`src/rtl/sfm_pkg.sv`:
```
package sfm_pkg;

    localparam int FRAME_BITS = 32;
    localparam int ADDR_BITS  = 5;
    localparam int DATA_BITS  = 16;
    localparam logic [7:0] CRC_POLY = 8'h1D;
    localparam logic [7:0] CRC_SEED = 8'hFF;
    localparam logic [1:0] STATUS_DEV_ERR = 2'b11;

    // Command byte: direction, address, two low bits (zero on transmit,
    // return status on receive).
    typedef struct packed {
        logic                 wr;
        logic [ADDR_BITS-1:0] addr;
        logic [1:0]           st;
    } cmd_t;

    typedef struct packed {
        cmd_t                 cmd;
        logic [DATA_BITS-1:0] data;
        logic [7:0]           crc;
    } frame_t;

    typedef enum logic [2:0] {
        SEQ_IDLE,
        SEQ_REQ,
        SEQ_GAP_A,
        SEQ_RPY,
        SEQ_GAP_B
    } seq_state_t;

    typedef enum logic [1:0] {
        SH_IDLE,
        SH_LO,
        SH_HI
    } shift_state_t;

    // Bitwise CRC-8, MSB first, seeded, result inverted.
    function automatic logic [7:0] crc8_inv(input logic [23:0] body);
        logic [7:0] c;
        c = CRC_SEED;
        for (int i = 23; i >= 0; i--) begin
            if (c[7] ^ body[i]) c = {c[6:0], 1'b0} ^ CRC_POLY;
            else                c = {c[6:0], 1'b0};
        end
        return ~c;
    endfunction

    function automatic frame_t build_frame(input logic wr,
                                           input logic [ADDR_BITS-1:0] addr,
                                           input logic [DATA_BITS-1:0] data);
        frame_t f;
        f.cmd.wr   = wr;
        f.cmd.addr = addr;
        f.cmd.st   = 2'b00;
        f.data     = wr ? data : '0;
        f.crc      = crc8_inv({f.cmd, f.data});
        return f;
    endfunction

endpackage

```
`src/rtl/sfm_half_timer.sv`:
```
module sfm_half_timer #(
    parameter int HALF_DIV = 2
) (
    input  logic clk,
    input  logic rst,
    input  logic run,
    output logic tick
);
    localparam int CW = $clog2(HALF_DIV + 1);

    logic [CW-1:0] cnt_q;

    assign tick = run && (cnt_q == CW'(HALF_DIV - 1));

    always_ff @(posedge clk) begin
        if (rst || !run) cnt_q <= '0;
        else if (tick)   cnt_q <= '0;
        else             cnt_q <= cnt_q + 1'b1;
    end
endmodule

```
`src/rtl/sfm_shift.sv`:
```
module sfm_shift
    import sfm_pkg::*;
#(
    parameter int HALF_DIV = 2
) (
    input  logic                  clk,
    input  logic                  rst,
    input  logic                  start,
    input  logic [FRAME_BITS-1:0] tx_word,
    input  logic                  miso,
    output logic                  sclk,
    output logic                  cs_n,
    output logic                  mosi,
    output logic                  fin,
    output logic [FRAME_BITS-1:0] rx_word
);
    localparam int BW = $clog2(FRAME_BITS);

    shift_state_t          ph_q;
    logic [FRAME_BITS-1:0] sr_q;
    logic [BW-1:0]         bit_q;
    logic                  busy;
    logic                  tick;

    assign busy = (ph_q != SH_IDLE);
    assign mosi = sr_q[FRAME_BITS-1];

    sfm_half_timer #(.HALF_DIV(HALF_DIV)) u_tmr (
        .clk  (clk),
        .rst  (rst),
        .run  (busy),
        .tick (tick)
    );

    always_ff @(posedge clk) begin
        if (rst) begin
            ph_q    <= SH_IDLE;
            sr_q    <= '0;
            bit_q   <= '0;
            sclk    <= 1'b0;
            cs_n    <= 1'b1;
            fin     <= 1'b0;
            rx_word <= '0;
        end else begin
            fin <= 1'b0;
            case (ph_q)
                SH_IDLE: if (start) begin
                    sr_q  <= tx_word;
                    bit_q <= '0;
                    cs_n  <= 1'b0;
                    ph_q  <= SH_LO;
                end
                SH_LO: if (tick) begin
                    sclk    <= 1'b1;
                    rx_word <= {rx_word[FRAME_BITS-2:0], miso};
                    ph_q    <= SH_HI;
                end
                SH_HI: if (tick) begin
                    sclk <= 1'b0;
                    if (bit_q == BW'(FRAME_BITS - 1)) begin
                        cs_n <= 1'b1;
                        fin  <= 1'b1;
                        ph_q <= SH_IDLE;
                    end else begin
                        sr_q  <= {sr_q[FRAME_BITS-2:0], 1'b0};
                        bit_q <= bit_q + 1'b1;
                        ph_q  <= SH_LO;
                    end
                end
                default: ph_q <= SH_IDLE;
            endcase
        end
    end
endmodule

```
`src/rtl/spi_frame_master.sv`:
```
module spi_frame_master
    import sfm_pkg::*;
#(
    parameter int HALF_DIV   = 2,
    parameter int GAP_CYCLES = 1000,
    parameter int FILL_ADDR  = 0
) (
    input  logic                        clk,
    input  logic                        rst,
    input  logic                        req_valid,
    output logic                        req_ready,
    input  logic                        req_write,
    input  logic [ADDR_BITS-1:0]        req_addr,
    input  logic [DATA_BITS-1:0]        req_wdata,
    output logic                        rsp_done,
    output logic signed [DATA_BITS-1:0] rsp_data,
    output logic                        rsp_crc_err,
    output logic                        rsp_status_err,
    output logic                        spi_sclk,
    output logic                        spi_cs_n,
    output logic                        spi_mosi,
    input  logic                        spi_miso
);
    localparam int GW = $clog2(GAP_CYCLES + 1);

    seq_state_t            st_q;
    logic [GW-1:0]         gap_q;
    frame_t                tx_q;
    logic                  start_q;
    logic                  fin;
    logic [FRAME_BITS-1:0] rx_word;
    frame_t                rx_f;
    logic                  gap_end;

    assign req_ready = (st_q == SEQ_IDLE);
    assign rx_f      = frame_t'(rx_word);
    assign gap_end   = (gap_q == GW'(GAP_CYCLES - 1));

    sfm_shift #(.HALF_DIV(HALF_DIV)) u_shift (
        .clk     (clk),
        .rst     (rst),
        .start   (start_q),
        .tx_word (tx_q),
        .miso    (spi_miso),
        .sclk    (spi_sclk),
        .cs_n    (spi_cs_n),
        .mosi    (spi_mosi),
        .fin     (fin),
        .rx_word (rx_word)
    );

    always_ff @(posedge clk) begin
        if (rst) begin
            st_q           <= SEQ_IDLE;
            gap_q          <= '0;
            tx_q           <= '0;
            start_q        <= 1'b0;
            rsp_done       <= 1'b0;
            rsp_data       <= '0;
            rsp_crc_err    <= 1'b0;
            rsp_status_err <= 1'b0;
        end else begin
            start_q  <= 1'b0;
            rsp_done <= 1'b0;
            case (st_q)
                SEQ_IDLE: if (req_valid) begin
                    tx_q    <= build_frame(req_write, req_addr, req_wdata);
                    start_q <= 1'b1;
                    st_q    <= SEQ_REQ;
                end
                SEQ_REQ: if (fin) begin
                    gap_q <= '0;
                    st_q  <= SEQ_GAP_A;
                end
                SEQ_GAP_A: begin
                    if (gap_end) begin
                        tx_q    <= build_frame(1'b0, ADDR_BITS'(FILL_ADDR), '0);
                        start_q <= 1'b1;
                        st_q    <= SEQ_RPY;
                    end else begin
                        gap_q <= gap_q + 1'b1;
                    end
                end
                SEQ_RPY: if (fin) begin
                    rsp_done       <= 1'b1;
                    rsp_data       <= rx_f.data;
                    rsp_crc_err    <= (rx_f.crc != crc8_inv(rx_word[FRAME_BITS-1:8]));
                    rsp_status_err <= (rx_f.cmd.st == STATUS_DEV_ERR);
                    gap_q          <= '0;
                    st_q           <= SEQ_GAP_B;
                end
                SEQ_GAP_B: begin
                    if (gap_end) st_q  <= SEQ_IDLE;
                    else         gap_q <= gap_q + 1'b1;
                end
                default: st_q <= SEQ_IDLE;
            endcase
        end
    end
endmodule

```
`config.mk`:
```
export PLATFORM = sky130hd
export DESIGN_NAME = spi_frame_master
export DESIGN_NICKNAME = d
export VERILOG_FILES = /design/src/rtl/sfm_pkg.sv /design/src/rtl/sfm_half_timer.sv /design/src/rtl/sfm_shift.sv /design/src/rtl/spi_frame_master.sv
export SDC_FILE = /design/constraint.sdc
export NUM_CORES = 1
export LEC_CHECK = 0
export BUFFER_PORTS_ARGS = -buffer_cell sky130_fd_sc_hd__buf_4
export CORE_MARGIN = 8
export CORE_UTILIZATION = 45
export DETAILED_ROUTE_END_ITERATION = 7
export PLACE_DENSITY = 0.69
export SYNTH_ARGS = -nofsm -noshare
export SYNTH_HDL_FRONTEND = slang
export SYNTH_SLANG_ARGS = --single-unit
```
`constraint.sdc`:
```
create_clock -name clk -period 7.85 [get_ports clk]
set_input_delay 0.785 -clock clk [delete_from_list [all_inputs] [get_ports clk]]
set_output_delay 0.785 -clock clk [all_outputs]
set_load 0.005 [all_outputs]
```
==> summary.md <==
| Metric | Value |
|---|---|
| Finished Layout Cells | 981 |
| Worst Skew | 0.0127 ns |
| # diodes | 0 |
| Place WS | 4.74 ns |
| Worst setup SP type | flop |
| Worst-Margin Slew | 1.10 ns |
| DR pass1 iterations | 5 |
| Placed cell count | 949 |
| Routability Congestion | 0.829 |
| Fin util | 52.5% |
| Clk Tree Root Cell | clkbuf_16 |
| Tcrit/Tclk final | 37.3% |
| Synth area leader | dfxtp_1 |
| Rel. slew slack | 26.5% |
| Reg clk slew, reported paths | 0.06 ns |
| Synth-to-Final Area Change | 15.3% |
| Final hold violation count | 0 |
| Share of the synthesized area in the top cell type | 40.6% |
| Number of global-route vias before repair | 4919 |
| Post-synth EDFFs | 0 |
| IO buf count | 48 |
| # setup viols final | 0 |
| Final Routed Wirelength | 14.2 mm |
| Post-Syn Nets | 789 |
| RSZ-0062 raised after global routing | false |
| Total CTS buffers | 17 |
| H-tree depth | 4 |
| DIE AREA | 0.0194 mm^2 |
| Initial antenna violation count | 0 |
| Share of cells above drive strength 1 | 13.7% |
| GRT Resource Usage Total | 15.2% |
| # fillers | 1392 |
| Fraction of registers with async set/reset | 0% |
| Top Ports | 49 |
| Routed via count | 5065 |
| # resized after CTS | 0 |
| GR Overflow Total | 0 |
| Post-synth top cells | dfxtp_1 (139), nand2_1 (134), nor2_1 (88) |
| Area of the multi-input gates | 0.00386 mm^2 |
| Top FF cell, synth | dfxtp_1 |
| Wire per inst | 14.5 um |
| Largest net degree at the start of global routing | 97 |
| Global-route wire length before repair | 24.2 mm |
| Worst setup startpoint | u_shift.rx_word[25] |
| Setup WS post-layout | 4.92 ns |
| Post-route ant nets | 0 |
| Status | complete, no violations |
| DRT iter0 DRCs | 297 |
| Max Freq | 341 MHz |
| Worst hold start | u_shift.u_tmr.cnt_q[0] |
| Cell area after layout | 0.00790 mm^2 |
| TritonCTS Sinks | 139 |
| Synthesis Warnings | 0 |
| Post-synthesis instance total | 759 |
| CP Capture Type | flop |
| Slew Limit Fails | 0 |
| Area post-placement | 0.00729 mm^2 |
| Initial core utilization | 45.6% |
| Synth Register Bits | 139 |
| CTS tree | yes |
| Post-layout min period | 2.93 ns |
| Max-Cap Viols | 0 |
| DRC | 0 |
| Crit Reg-Reg Startpoint | u_shift.rx_word[25] |
| CTS Buffer Depth | 2 |
| Arrival @ worst endpoint | 3.20 ns |
| WP data required | 8.12 ns |
| Post-synthesis average cell area | 9.02 um^2 |
| Power Total | 1.84 mW |
| Synth unique cells | 46 |
| Max VDD drop | 0.192 mV |
| Top area cells in the synthesized netlist | dfxtp_1 (41%), xnor2_1 (8.2%), nand2_1 (7.3%) |
| Post-CTS Setup Bufs | 0 |
| Die Y | 139 um |
| Crit Path Class | reg2reg |
| HP Class | reg2reg |
| Sequential Area | 0.00278 mm^2 |
| Hold Path Depth | 1 |
| Sequential share of the synthesized area | 40.6% |
| Core area | 0.0150 mm^2 |
| Top-count cell post-synth | dfxtp_1 |
| WHS | 0.440 ns |
| Die W | 139 um |
| Vias per std cell | 5.16 |
| Worst-Skew Late Latency | 0.43 ns |
| Pwr per Cell Area | 232 mW/mm^2 |
| Total Neg Setup Slack | 0 ns |
| Post-Syn Area | 0.00685 mm^2 |
| Critical path peak fanout | 6 |
| Detailed placement HPWL | 9.61 mm |
| Leak pwr | 2.87 nW |
| # nets final | 810 |
| FF-to-FF path depth | 8 |
| Cell row count | 45 |
| Hold-fix buffer count after cts | 0 |
flip-flops by register name, summed over array words and instances, names as in the netlist, 2 cells and up:
| name | flops |
|---|---|
| gap_q | 10 |
| rsp_data | 16 |
| st_q | 3 |
| tx_q | 30 |
| u_shift.bit_q | 5 |
| u_shift.ph_q | 2 |
| u_shift.rx_word | 32 |
| u_shift.sr_q | 32 |
| u_shift.u_tmr.cnt_q | 2 |
kinds of logic (layout without fill, tap and decap cells):
kind of cell | Yosys count | after routing | synth area share [%]
flip-flops | 139 | 139 | 40.6
XOR/XNOR | 134 | 134 | 22.8
buffers and inverters | 55 | 89 | 3.29
AO/OA/AOI/OAI | 132 | 132 | 12.2
AND/OR/NAND/NOR | 265 | 265 | 15.9
adder cells (fa/ha/maj) | 4 | 4 | 0.731
multiplexers | 30 | 30 | 4.40
layer usage:
metal	track usage [%]	up-vias	part of all wire, %
met5	0	-	0
met4	5.26	0	1.2
met3	4.45	16	4.1
met2	23.8	77	46
met1	19.6	2372	49
li1	-	2600	-
path summary, 6_finish.rpt:
path | end | slack, ns
setup / recovery | rsp_crc_err | 4.92
hold / removal | u_shift.u_tmr.cnt_q[0] | 0.44
setup reg to reg | rsp_crc_err | 4.92
hold reg to reg | u_shift.u_tmr.cnt_q[0] | 0.44
power by group:
group          leakage (nW)  switching (mW)  internal (mW)
Clock                 0.290           0.308          0.510
Sequential             1.13          0.0179          0.738
Combinational          1.45           0.131          0.130
placed cells by master (no fill, tap or decap), drive strengths merged, types with 7 or more instances in the layout:
cell,netlist,layout
dfxtp,139,139
nand2,134,134
nor2,89,89
a21oi,68,68
xnor2,68,68
buf,11,53
xor2,43,43
a211oi,29,29
mux2i,29,29
a22oi,24,24
clkbuf,40,19
xnor3,19,19
nor3,8,8
nand3,7,7
inv,4,7
worst max-delay path, stage by stage (launching register included):
cell and delay (ns):
dfxtp_1 0.46, xnor3_2 0.43, xnor3_2 0.50, xor2_1 0.27, xor2_1 0.24, xor3_1 0.29, xor2_1 0.18, o41ai_2 0.28
o311ai_1 0.13
final cells by class:
type                    instances  share of cell area [%]
multi-input cells             565                    48.8
flip-flops and latches        139                    35.2
clock buffers                  19                    5.61
repair buffers                 53                    5.04
well taps                     188                    2.98
clock inverters                13                    2.11
inverters                       4                   0.190
Power figures use the tool's default switching activity.
